===== src/rtl/brp_pkg.sv =====
package brp_pkg;
  // Direction of one pointer move through the bank-private halves
  typedef enum logic {
    STEP_FWD  = 1'b0,
    STEP_BACK = 1'b1
  } step_dir_e;
endpackage


===== src/rtl/brp_stepper.sv =====
module brp_stepper #(
  parameter int                 ADDR_W  = 8,
  parameter int                 SEL_BIT = 4,
  parameter brp_pkg::step_dir_e DIR     = brp_pkg::STEP_FWD
) (
  input  logic [ADDR_W-1:0] ptr,
  input  logic [ADDR_W-1:0] base,
  input  logic [ADDR_W-1:0] lim,
  output logic [ADDR_W-1:0] nxt
);
  localparam logic [ADDR_W-1:0] ONE  = ADDR_W'(1);
  localparam logic [ADDR_W-1:0] HALF = ONE << SEL_BIT;

  generate
    if (DIR == brp_pkg::STEP_FWD) begin : g_fwd
      logic [ADDR_W-1:0] raw;
      always_comb begin
        raw          = ptr + ONE;
        raw[SEL_BIT] = 1'b1;          // land in the private half
        nxt          = (raw == lim) ? base : raw;
      end
    end else begin : g_back
      logic [ADDR_W-1:0] src;
      logic [ADDR_W-1:0] dec1;
      always_comb begin
        src  = (ptr == base) ? lim : ptr;
        dec1 = src - ONE;
        nxt  = dec1[SEL_BIT] ? dec1 : (dec1 - HALF);
      end
    end
  endgenerate
endmodule


===== src/rtl/brp_occupancy.sv =====
module brp_occupancy #(
  parameter int CNT_W = 8
) (
  input  logic             clk,
  input  logic             rst,
  input  logic             inc,
  input  logic             dec,
  input  logic [CNT_W-1:0] cap,
  output logic             full,
  output logic             empty
);
  logic [CNT_W-1:0] cnt_q;
  logic [CNT_W-1:0] cnt_n;

  always_comb begin
    cnt_n = cnt_q;
    if (inc && !dec) cnt_n = cnt_q + CNT_W'(1);
    if (dec && !inc) cnt_n = cnt_q - CNT_W'(1);
  end

  always_ff @(posedge clk) begin
    if (rst) begin
      cnt_q <= '0;
      full  <= 1'b0;
      empty <= 1'b1;
    end else begin
      cnt_q <= cnt_n;
      full  <= (cnt_n == cap);
      empty <= (cnt_n == '0);
    end
  end
endmodule


===== src/rtl/banked_ring_ptr.sv =====
module banked_ring_ptr #(
  parameter int ADDR_W  = 8,
  parameter int SEL_BIT = 4,
  parameter int CNT_W   = 8
) (
  input  logic              clk,
  input  logic              rst,
  input  logic [ADDR_W-1:0] cfg_base,
  input  logic [ADDR_W-1:0] cfg_end,
  input  logic [CNT_W-1:0]  cfg_size,
  input  logic              push_req,
  input  logic              pop_req,
  output logic              wr_vld,
  output logic [ADDR_W-1:0] wr_addr,
  output logic              rd_vld,
  output logic [ADDR_W-1:0] rd_addr,
  output logic [ADDR_W-1:0] newest_addr,
  output logic              full,
  output logic              empty,
  output logic              err
);
  logic [ADDR_W-1:0] in_ptr_q, out_ptr_q;
  logic [ADDR_W-1:0] in_step, out_step, in_next, back_src, back_val;
  logic              push_ok, pop_ok;

  assign push_ok = push_req && !full;
  assign pop_ok  = pop_req && !empty;

  brp_stepper #(.ADDR_W(ADDR_W), .SEL_BIT(SEL_BIT), .DIR(brp_pkg::STEP_FWD)) u_in_step (
    .ptr(in_ptr_q), .base(cfg_base), .lim(cfg_end), .nxt(in_step)
  );
  brp_stepper #(.ADDR_W(ADDR_W), .SEL_BIT(SEL_BIT), .DIR(brp_pkg::STEP_FWD)) u_out_step (
    .ptr(out_ptr_q), .base(cfg_base), .lim(cfg_end), .nxt(out_step)
  );

  assign in_next  = push_ok ? in_step : in_ptr_q;
  assign back_src = rst ? cfg_base : in_next;

  brp_stepper #(.ADDR_W(ADDR_W), .SEL_BIT(SEL_BIT), .DIR(brp_pkg::STEP_BACK)) u_newest (
    .ptr(back_src), .base(cfg_base), .lim(cfg_end), .nxt(back_val)
  );

  brp_occupancy #(.CNT_W(CNT_W)) u_occ (
    .clk(clk), .rst(rst), .inc(push_ok), .dec(pop_ok), .cap(cfg_size),
    .full(full), .empty(empty)
  );

  always_ff @(posedge clk) begin
    newest_addr <= back_val;
    if (rst) begin
      in_ptr_q  <= cfg_base;
      out_ptr_q <= cfg_base;
      wr_vld    <= 1'b0;
      rd_vld    <= 1'b0;
      wr_addr   <= '0;
      rd_addr   <= '0;
      err       <= 1'b0;
    end else begin
      in_ptr_q <= in_next;
      if (pop_ok) out_ptr_q <= out_step;
      wr_vld <= push_ok;
      rd_vld <= pop_ok;
      if (push_ok) wr_addr <= in_ptr_q;
      if (pop_ok)  rd_addr <= out_ptr_q;
      err <= (push_req && full) || (pop_req && empty);
    end
  end
endmodule


===== config.mk =====
export PLATFORM = sky130hd
export DESIGN_NAME = banked_ring_ptr
export DESIGN_NICKNAME = d
export VERILOG_FILES = /design/src/rtl/brp_pkg.sv /design/src/rtl/brp_stepper.sv /design/src/rtl/brp_occupancy.sv /design/src/rtl/banked_ring_ptr.sv
export SDC_FILE = /design/constraint.sdc
export NUM_CORES = 1
export LEC_CHECK = 0
export ABC_CLOCK_PERIOD_IN_PS = 4200
export BUFFER_PORTS_ARGS = -buffer_cell sky130_fd_sc_hd__buf_2
export CORE_MARGIN = 5
export CORE_UTILIZATION = 35
export DETAILED_ROUTE_END_ITERATION = 6
export REMOVE_ABC_BUFFERS = 1
export SLEW_MARGIN = 30
export SYNTH_ARGS = -nofsm -noshare
export SYNTH_HDL_FRONTEND = slang
export SYNTH_SLANG_ARGS = --single-unit

===== constraint.sdc =====
create_clock -name clk -period 4.2 [get_ports clk]
set_input_delay 0.63 -clock clk [delete_from_list [all_inputs] [get_ports clk]]
set_output_delay 0.63 -clock clk [all_outputs]
set_load 0.01 [all_outputs]

# Yosys cells after proc, flatten, opt, wreduce, memory -nomap -nowiden
# Index checks and enable logic that the tools add are counted.
# Widths: inputs -> output; s select.
# totals
reg_bits,53
latchBits,0
ram_bits,0
mem_bits_ro,0
output_inout_bits,29
elab_cells,45
mem_count,0
# classes
n_addsub,6
mul,0
div,0
magnitude_cmp,0
n_eq_ne,4
n_shift,0
n_mux,10
bitwise,0
reduce_logical,13
# ops
cell,count
$mux 8,10
$eq 8x8->1,4
$add 8x1->8 const B,3
$sub 8x1->8 const B,2
$logic_not 8->1,1
$sub 8x5->8 const B,1
$logic_and 1x1->1,6
$logic_not 1->1,4
$reduce_bool 2->1,1
$logic_or 1x1->1,1

# Logic depth before layout (Yosys ltp)
# Gate-level depths: netlist (run 1).
# logic_depth
ltp_word,10
ltp_mapped,22
ltp_nobuf,20

# Cells and area by module
# A second synthesis (run 1) with hierarchy kept.
# hier_totals
cells_unflattened,400
hier_area_um2,3597.2
# by_module_without_submodules
mod,n_inst,cells_per_inst,area_per_inst_um2,seq_area_each_um2
banked_ring_ptr,1,148,1487.7,940.9
brp_occupancy,1,106,884.6,200.2
brp_stepper (u_in_step ...),2,44,384.1,0.0
brp_stepper (u_newest),1,58,456.7,0.0

# Worst setup path before layout (run 1)
# No wires, ideal clock.
# synth_timing
path_type,reg-to-reg
start,register in_ptr_q[1]
end,register newest_addr[6]
arrival_ps,4335
setup_slack_ps,-272
path_stages_with_launch,22
n_path_buf,1
synth_period_minus_slack_ps,4472
cell_sequence,dfxtp_1 > ha_1 > xnor2_1 > o211ai_2 > a2111o_1 > nor3_1 > a221oi_1 > a311o_1 > a221oi_4 > buf_6 > mux2i_1 > ha_1 > nand2_1 > xnor2_1 > inv_1 > nand2_1 > o21ai_0 > ha_1 > inv_1 > nor2_1 > o311ai_0 > o211ai_1
# synth_between
elab_chain_cells,10
# synth_rtl
item,line,source
from (decl),banked_ring_ptr.sv:22,"logic [ADDR_W-1:0] in_ptr_q, out_ptr_q;"
from (signal assigned),banked_ring_ptr.sv:51,in_ptr_q <= cfg_base;
from (signal assigned),banked_ring_ptr.sv:59,in_ptr_q <= in_next;
$add 8x1->8,brp_stepper.sv:18,raw = ptr + ONE;
$eq 8x8->1,brp_stepper.sv:20,nxt = (raw == lim) ? base : raw;
$mux 8,brp_stepper.sv:20,
$mux 8 *,banked_ring_ptr.sv:36,assign in_next = push_ok ? in_step : in_ptr_q;
$mux 8 *,banked_ring_ptr.sv:37,assign back_src = rst ? cfg_base : in_next;
$eq 8x8->1,brp_stepper.sv:26,src = (ptr == base) ? lim : ptr;
$mux 8 *,brp_stepper.sv:26,
$sub 8x1->8 *,brp_stepper.sv:27,dec1 = src - ONE;
$sub 8x5->8,brp_stepper.sv:28,nxt = dec1[SEL_BIT] ? dec1 : (dec1 - HALF);
$mux 8 *,brp_stepper.sv:28,
via back_val[6],banked_ring_ptr.sv:23,"logic [ADDR_W-1:0] in_step, out_step, in_next, back_src, back_val;"
to (signal assigned),banked_ring_ptr.sv:49,newest_addr <= back_val;
to (decl),banked_ring_ptr.sv:17,"output logic [ADDR_W-1:0] newest_addr,"
# The timed path passes the listed nets; every way through them passes the cells marked *.
# A chain may end at the register's enable or synchronous reset.

# Worst setup path after layout (run 1)
# Same ends and word-level chain as after synthesis.

==> results of run 1 <==
flip-flops by register name, indices dropped and copies added (netlist names):
register	count
newest_addr	8
rd_addr	8
u_occ.cnt_q	8
wr_addr	8
u_occ.full	1
in_ptr_q	8
err	1
wr_vld	1
u_occ.empty	1
rd_vld	1
out_ptr_q	8
power by group:
| group | switching (W) | leakage, nW | internal, W |
|---|---|---|---|
| logic | 0.000370 | 1.29 | 0.000326 |
| clock network | 0.000181 | 0.0445 | 0.000119 |
| registers | 0.0000547 | 0.452 | 0.000606 |
| total | 0.000605 | 1.78 | 0.00105 |
cells by family (layout without fill, tap and decap cells):
| kind of cell | Yosys count | count (layout) | synth area share, % |
|---|---|---|---|
| flip-flops | 53 | 53 | 33.4 |
| adder cells (fa/ha/maj) | 7 | 7 | 2.49 |
| buffers and inverters | 40 | 131 | 7.11 |
| other | 1 | 1 | 0.110 |
| AND/OR/NAND/NOR | 148 | 148 | 22.0 |
| multiplexers | 9 | 9 | 2.75 |
| AO/OA/AOI/OAI | 77 | 77 | 16.5 |
| XOR/XNOR | 57 | 57 | 15.7 |
per-layer routing:
| metal | GRT usage, % | share of wire, % | vias to the layer above | wire length, um |
|---|---|---|---|---|
| li1 | - | - | 1542 | - |
| met1 | 20.2 | 45 | 1474 | 4250 |
| met2 | 28.0 | 49 | 84 | 4660 |
| met3 | 3.37 | 4.7 | 6 | 440 |
| met4 | 3.88 | 1.0 | 0 | 95 |
| met5 | 0 | 0 | - | 0 |
per-stage QoR:
step,instances,total power (W),instance area (um2),hold slack (ns)
after global routing,616,0.00177,4280,0.484
after CTS,611,0.00164,4170,0.458
after global placement,598,0.00130,4000,0.441
after detailed placement,598,0.00131,4000,0.444
after floorplan,368,0.00107,3230,0.467
final,616,0.00166,4280,0.456
final timing paths:
| kind | end | depth (start not counted) | slack (ns) |
|---|---|---|---|
| hold reg to reg | rd_addr[6] | 2 | 0.46 |
| setup reg to reg | newest_addr[6] | 20 | 0.13 |
| hold / removal | rd_addr[6] | 2 | 0.46 |
| setup / recovery | newest_addr[6] | 20 | 0.13 |
placed cells by master (no fill, tap or decap), types with 3 or more instances in the layout:
cell	instances
a22oi_1	3
nand3_1	10
o21ai_0	8
dfxtp_1	43
and3_1	7
clkbuf_8	5
xor2_1	16
a21oi_1	25
nor2_1	29
a31oi_1	6
ha_1	3
buf_2	56
xnor2_1	36
nor3_1	7
o22ai_1	3
mux2i_1	6
nand2b_1	3
inv_1	14
nor4_1	7
and2_1	5
edfxtp_1	8
buf_4	46
mux2_2	3
o21ai_1	4
buf_6	4
nand2_1	53
xnor2_2	3
area by class of cell:
type | instances | area [um2] | area share, %
clock inverter | 3 | 21.3 | 0.497
tap | 133 | 166 | 3.89
sequential | 53 | 1150 | 26.8
timing repair buffer | 107 | 691 | 16.1
clock buffer | 5 | 68.8 | 1.61
inverter | 16 | 60.1 | 1.40
multi-input combinational | 299 | 2130 | 49.7
critical path, cell delays in order, from the launching register on:
cell and delay [ns]:
dfxtp_2 0.35, buf_6 0.12, and3_4 0.18, buf_6 0.13, a2111o_1 0.49, nor3_4 0.26, a221oi_2 0.08, a311o_1 0.31
a221oi_4 0.36, mux2i_1 0.29, ha_2 0.26, nand2_4 0.07, xnor2_2 0.18, inv_1 0.08, nand2_1 0.06, o21ai_1 0.06
ha_2 0.20, inv_2 0.06, nor2_2 0.04, o311ai_2 0.26, o211ai_1 0.11
timing repair:
action,in CTS,in global routing
pin swaps,5,10
buffers inserted,5,5
setup endpoints to repair,2,2
gates resized for setup,8,24
==> impl_metrics.yaml, run 1 <==
run_status:
  status: "finished clean"
routing:
  via_per_inst: 5.04
  drc: 0
  wire_per_inst_um: 15.3
  routed_wirelength_um: 9450
  dr.pass1.iters: 5
  vias: 3106
  ant_nets: 0
  drtIter0Drc: 166
clock_tree:
  holdBufCountCts: 0
  cts_buffers: 5
  cts_tree: "built"
  clock_sink_count: 53
  clk_pin_slew_ns: 0.10
  clockBufferDepth: 2
  insertion_delay_ns: 0.31
  cts_max_level: 2
  cts-root-buf: "clkbuf_8"
synth:
  ys.flop_type: "dfxtp_1"
  synth_area_um2: 3410
  synth_seq_cells: 53
  synth-edff-count: 8
  netlist-cell-type-count: 73
  synthCells: 392
  synth_most_common_cell: "nand2_1"
  synthTopCellsByCount: "nand2_1, dfxtp_1, xnor2_1, nor2_1, a21oi_1"
  netlist_top_cells_area: "dfxtp_1, xnor2_1, edfxtp_1, nand2_1, xor2_1"
  synth.avg_cell_area_um2: 8.71
  ys_warn_count: 0
  seq_area_frac_synth_pct: 33.4
  synth_top_area_share_pct: 26.4
  async_flop_share_pct: 0
  yosys.area.top_type: "dfxtp_1"
die:
  rows: 36
  die_w_um: 109
  start_util_pct: 35.4
  ios: 57
  coreArea_um2: 9640
  dieArea_um2: 11800
  fp.dieH_um: 109
final_layout:
  num-fill-cells: 1014
  nets: 516
  num_antenna_cells: 0
  syn2layout_area_growth_pct: 25.3
  drive_above_1_share_pct: 32.9
  utilization_pct: 44.4
sta:
  rsz0062_at_grt: "true"
  tightest_slew_ns: 0.793
  fin_skew_ns: 0.0105
  hold_viol_final: 0
  period_needed_ns: 4.07
  slew_viol_final: 0
  relSlewSlack_pct: 47.1
  finalSetupViolCount: 0
  fmax_mhz: 246
  post-route-period-util_pct: 96.9
  final.setup.tns_ns: 0
  fin_ws_ns: 0.131
power_and_ir_drop:
  irDropWorstVdd_mv: 0.174
  leakage_nw: 1.78
  p_per_area_nw_per_um2: 387
grt:
  grt_pass1_wl_um: 15000
  antenna_found_initial: 0
  grt_util_all_layers_pct: 16.0
  grt_overflow: 0
  grt_start_max_net_pins: 18
  grt_pass1_vias: 3062
critical_path:
  path_class: "flop to flop"
  rr_startpoint: "in_ptr_q[1]"
  critPathLaunchType: "flop"
  worstSetupStartpoint: "in_ptr_q[1]"
  critical_path_required_ns: 4.40
  cp-end-kind: "flop"
  critPathMaxFanout: 4
  arrival_ns: 4.27
min_path:
  hp-class: "flop to flop"
  min_from: "rd_addr[6]"
job:
  maxCapViolCount: 0
placed_design:
  place_congestion: 0.930
  io_buffers: 56
  place_ws_ns: -0.445
  hpwlAfterDp_um: 7350
Power figures use the tool's default switching activity.
==> run 2: changes to the inputs <==
ABC_CLOCK_PERIOD_IN_PS = 3300   (was 4200)
CORE_UTILIZATION = 51   (was 35)
PLACE_DENSITY = 0.76   (was not set)
clock period = 3.3 ns   (was 4.2 ns; I/O delays follow)
==> run 2 against run 1 <==
The flow now finishes with violations (negative setup slack). Global-route usage increased by 6.4 points. Core utilization rose by 26 points. Power up 31%. Clock-buffer cell count increased by 1. Non-clock buffer count increased by 41. Combinational power increased by 37%. Worst hold slack about the same. Largest power group unchanged.
==> impl_metrics.yaml, run 2 (same netlist as run 1, synthesis figures left out) <==
die:
  die_w_um: 91.8
  coreArea_um2: 6420
  fp.dieH_um: 91.8
  start_util_pct: 53.2
  rows: 29
  ios: 57
  dieArea_um2: 8430
clock_tree:
  clk_pin_slew_ns: 0.10
  insertion_delay_ns: 0.31
  clock_sink_count: 53
  cts-root-buf: "clkbuf_8"
  clockBufferDepth: 2
  cts_tree: "built"
  cts_buffers: 5
  cts_max_level: 2
sta:
  fin_ws_ns: -0.744
  final.setup.tns_ns: -1.82
  rsz0062_at_grt: "true"
  fmax_mhz: 247
  tightest_slew_ns: 0.795
  finalSetupViolCount: 3
  slew_viol_final: 0
  period_needed_ns: 4.04
  post-route-period-util_pct: 123
  relSlewSlack_pct: 47.0
  hold_viol_final: 0
  fin_skew_ns: 0.00471
final_layout:
  num_antenna_cells: 0
  num-fill-cells: 480
  fin_cells: 601
  syn2layout_area_growth_pct: 32.3
  layout_commonest_cell: "buf_4"
  nets: 557
  drive_above_1_share_pct: 38.4
  final_cell_mix: "buf_4, buf_2, nand2_1"
  final_area_um2: 4520
critical_path:
  reg2reg_depth: 18
  critPathMaxFanout: 3
  r2r_end: "newest_addr[7]"
  r2r_slack_ns: -0.74
  worstPathCellList: "ha_4, xnor2_2, o211ai_2, a2111o_1, or2_4, o32ai_4, o21ai_2, a221oi_4, mux2i_1, ha_2, nand2_2, xnor2_2, buf_4, maj3_2, a21oi_2, xor2_1, a22oi_1, o21ai_1"
  critPathLaunchType: "flop"
  cp_common_cell: "xnor2_2"
  critical_path_required_ns: 3.51
  worstSetupStartpoint: "in_ptr_q[1]"
  max_stage_delay_ns: 0.44
  arrival_ns: 4.25
  cp-end-kind: "flop"
  crit_slowest_cell: "a2111o_1"
  rr_startpoint: "in_ptr_q[1]"
  path_class: "flop to flop"
grt:
  antenna_found_initial: 0
  grt_start_max_net_pins: 21
  grt_util_all_layers_pct: 22.4
  grt_overflow: 0
  grt_pass1_vias: 3182
  grt_pass1_wl_um: 15300
routing:
  routed_wirelength_um: 9830
  ant_nets: 0
  dr.pass1.iters: 5
  drc: 0
  wire_per_inst_um: 16.4
  drtIter0Drc: 182
  vias: 3357
  via_per_inst: 5.59
min_path:
  hp-class: "flop to flop"
  min_from: "wr_addr[4]"
  worstHoldEndpoint: "wr_addr[4]"
  min_delay_path_depth: 2
placed_design:
  place_congestion: 0.989
  io_buffers: 56
  placed_area_um2: 4190
  hpwlAfterDp_um: 7210
  place_ws_ns: -1.16
  dp_cells: 578
power_and_ir_drop:
  leakage_nw: 1.98
  total_power_w: 0.00216
  irDropWorstVdd_mv: 0.274
  p_per_area_nw_per_um2: 478
job:
  maxCapViolCount: 0
run_status:
  status: "complete, but fails checks"
  violations: "negative setup slack"
[run 2: cell types whose count changed in the layout (fill, tap and decap cells not counted), sizes merged]
cell,before,now
buf,107,148
clkbuf,5,6
clkinvlp,1,0
[run 2: through the flow]
stage               hold slack, ns  util [%]
floorplan                    0.467         -
global placement             0.441      65.2
detailed placement           0.443      65.2
CTS                          0.454      69.1
global route                 0.462      70.3
finish                       0.456      70.3
[run 2: final cells by class]
type,count,area [um2],area share (%)
inverters,16,60.1,1.33
flip-flops and latches,53,1140,25.3
clock buffers,6,72.6,1.61
repair buffers,148,972,21.5
clock inverters,2,13.8,0.305
well taps,77,96.3,2.13
multi-input cells,299,2160,47.8
[run 2: repair_timing]
item                       4_1_cts  5_1_grt
gates cloned                     0        1
setup endpoints to repair        4        5
resized for setup               22        9
pin swaps                       17       13
buffers inserted                10        4
hold buffers                     0        0
[run 2: worst max-delay path by stage]
stage	to	cells past startpoint
floorplan	newest_addr[6]	19
global placement	newest_addr[6]	20
detailed placement	newest_addr[6]	20
CTS	newest_addr[6]	20
global route	newest_addr[6]	20
finish	newest_addr[7]	18
[run 2: layer usage]
metal	global-route usage [%]	share of wire, %	up-vias
met1	27.7	40	1563
met3	4.26	7.2	28
met2	39.1	50	140
li1	-	-	1626
met5	0	0	-
met4	7.67	2.7	0
[run 2: where the power goes]
group | internal, W | total [W] | switching [W]
logic | 0.000455 | 0.000953 | 0.000499
clock network | 0.000152 | 0.000372 | 0.000220
registers | 0.000771 | 0.000837 | 0.0000658
[run 2: critical path, delay by kind of cell, from the launching register on]
family,cells,cell delay [ns]
adders and majority gates,3,0.84
AOI/OAI and AO/OA,8,1.60
muxes,1,0.29
xor gates and xnor gates,3,0.31
DFF,1,0.35
buffers and inverters,1,0.14
and+or+nand+nor,2,0.39
==> run 3: changes to the inputs <==
CORE_MARGIN = 2   (was 5)
==> run 3 against run 2 <==
The run ends with design-rule violations, negative setup slack left. Largest power group unchanged. Clock-buffer cell count fell by 1. Via count down 0.24%. Core utilization increased by 1.5 points. Critical path type unchanged. Die area down 13%. Global-route usage is 4.3 points higher. Fmax increased by 0.16%. Routed wire length fell by 1.0%. Combinational power rose by 3.0%. Critical endpoint is now newest_addr[6].
==> impl_metrics.yaml, run 3 (same netlist as run 1, synthesis figures left out) <==
die:
  ios: 57
  dieArea_um2: 7370
  start_util_pct: 53.2
  coreArea_um2: 6420
  fp.dieH_um: 85.8
  rows: 29
  die_w_um: 85.8
power_and_ir_drop:
  irDropWorstVdd_mv: 0.327
  leakage_nw: 2.00
  p_per_area_nw_per_um2: 479
final_layout:
  final_area_um2: 4610
  syn2layout_area_growth_pct: 35.1
  final_cell_mix: "buf_4, buf_2, nand2_1"
  utilization_pct: 71.8
  num_antenna_cells: 0
  ff_latch_area_um2: 1140
  num-fill-cells: 497
  fin_cells: 603
  drive_above_1_share_pct: 40.5
  nets: 559
  multi_input_area_um2: 2210
  layout_commonest_cell: "buf_4"
critical_path:
  path_buf_inv: 2
  critPathMaxFanout: 3
  crit_family: "compound AO/OA/AOI/OAI gates"
  path_class: "flop to flop"
  crit_slowest_cell: "a2111o_1"
  worstPathCellList: "ha_4, xnor2_2, o211ai_2, a2111o_1, or2_1, o32ai_2, o21ai_2, a221oi_4, mux2i_2, ha_2, nand2_2, xnor2_2, inv_1, nand2_1, o21ai_2, ha_2, inv_2, nor2_2, o311ai_2, o211ai_1"
  max_stage_delay_ns: 0.39
  critical_path_required_ns: 3.51
  critPathLaunchType: "flop"
  arrival_ns: 4.24
  cp-end-kind: "flop"
sta:
  relSlewSlack_pct: 46.8
  fmax_mhz: 248
  slew_viol_final: 0
  tightest_slew_ns: 0.797
  fin_ws_ns: -0.737
  whs_ns: 0.440
  period_needed_ns: 4.04
  post-route-period-util_pct: 122
  fin_skew_ns: 0.0133
  finalSetupViolCount: 3
  rsz0062_at_grt: "true"
  hold_viol_final: 0
clock_tree:
  cts_tree: "built"
  cts-root-buf: "clkbuf_8"
  holdBufCountCts: 0
  insertion_delay_ns: 0.32
  cts_buffers: 5
  clockBufferDepth: 2
  clock_sink_count: 53
  clk_pin_slew_ns: 0.11
  cts_max_level: 2
placed_design:
  hpwlAfterDp_um: 7270
  io_buffers: 56
  place_congestion: 0.937
  placed_area_um2: 4180
  dp_cells: 577
run_status:
  status: "complete, but fails checks"
  violations: "design-rule violations, negative setup slack"
routing:
  wire_per_inst_um: 16.1
  routed_wirelength_um: 9730
  via_per_inst: 5.55
  drtIter0Drc: 235
  drc: 3
  vias: 3349
  dr.pass1.iters: 7
  ant_nets: 0
grt:
  grt_pass1_wl_um: 15400
  antenna_found_initial: 0
  grt_pass1_vias: 3224
  grt_util_all_layers_pct: 26.6
  grt_start_max_net_pins: 23
  grt_overflow: 0
min_path:
  hp-class: "primary input to flop"
job:
  maxCapViolCount: 0
==> run 3: cell count changes in the layout (fill, tap and decap cells not counted), moves of 2 or more <==
cell and delta:
a221oi_2 +2, buf_6 +5, a221oi_1 -2, o311ai_1 -2, nand3_2 -2, nor3_1 -2
nor3_2 +2, buf_4 -2
==> run 3: layout make-up <==
class                   count  share of cell area, %
clock inverters             3                  0.461
well taps                  77                   2.09
flip-flops and latches     53                   24.8
repair buffers            150                   21.9
multi-input cells         299                   48.0
clock buffers               5                   1.49
inverters                  16                   1.30
==> run 3: stage by stage <==
| stage | TNS (ns) | setup slack (ns) | power (W) |
|---|---|---|---|
| finish | -1.84 | -0.737 | 0.00221 |
| global route | -2.36 | -0.920 | 0.00233 |
| CTS | -1.52 | -0.630 | 0.00216 |
| detailed placement | -3.12 | -1.18 | 0.00171 |
| global placement | -2.66 | -1.03 | 0.00169 |
| floorplan | -4.33 | -1.47 | 0.00137 |
==> run 3: what timing repair did <==
action | 4_1_cts | 5_1_grt
setup endpoints to repair | 4 | 4
setup buffers | 15 | 3
pin swaps | 18 | 2
resized for setup | 33 | 15
==> run 3: routing by layer <==
layer / up-vias / share of wire (%) / GRT usage (%) / wire length [um]
li1: 1627 / - / - / -
met1: 1562 / 42 / 34.1 / 4100
met2: 133 / 49 / 45.5 / 4820
met3: 27 / 5.7 / 4.23 / 559
met4: 0 / 2.6 / 9.67 / 251
met5: - / 0 / 0 / 0
==> run 3: path summary, 6_finish.rpt <==
check	slack, ns	startpoint	end	cells past startpoint
worst max-delay path	-0.74	in_ptr_q[1]	newest_addr[6]	20
worst min-delay path	0.44	cfg_size[7]	u_occ.full	3
worst max register to register	-0.74	in_ptr_q[1]	newest_addr[6]	20
worst min register to register	0.45	rd_addr[1]	rd_addr[1]	2
==> run 3: tightest hold or removal path, cell delays in order <==
cell and delay, ns:
buf_2 0.08, xnor2_1 0.10, nor4_1 0.05
==> run 3: where the power goes <==
group,internal (W),switching [W],leakage [nW]
logic,0.000477,0.000505,1.50
clock network,0.000151,0.000236,0.0445
registers,0.000771,0.0000669,0.451
total,0.00140,0.000808,2.00
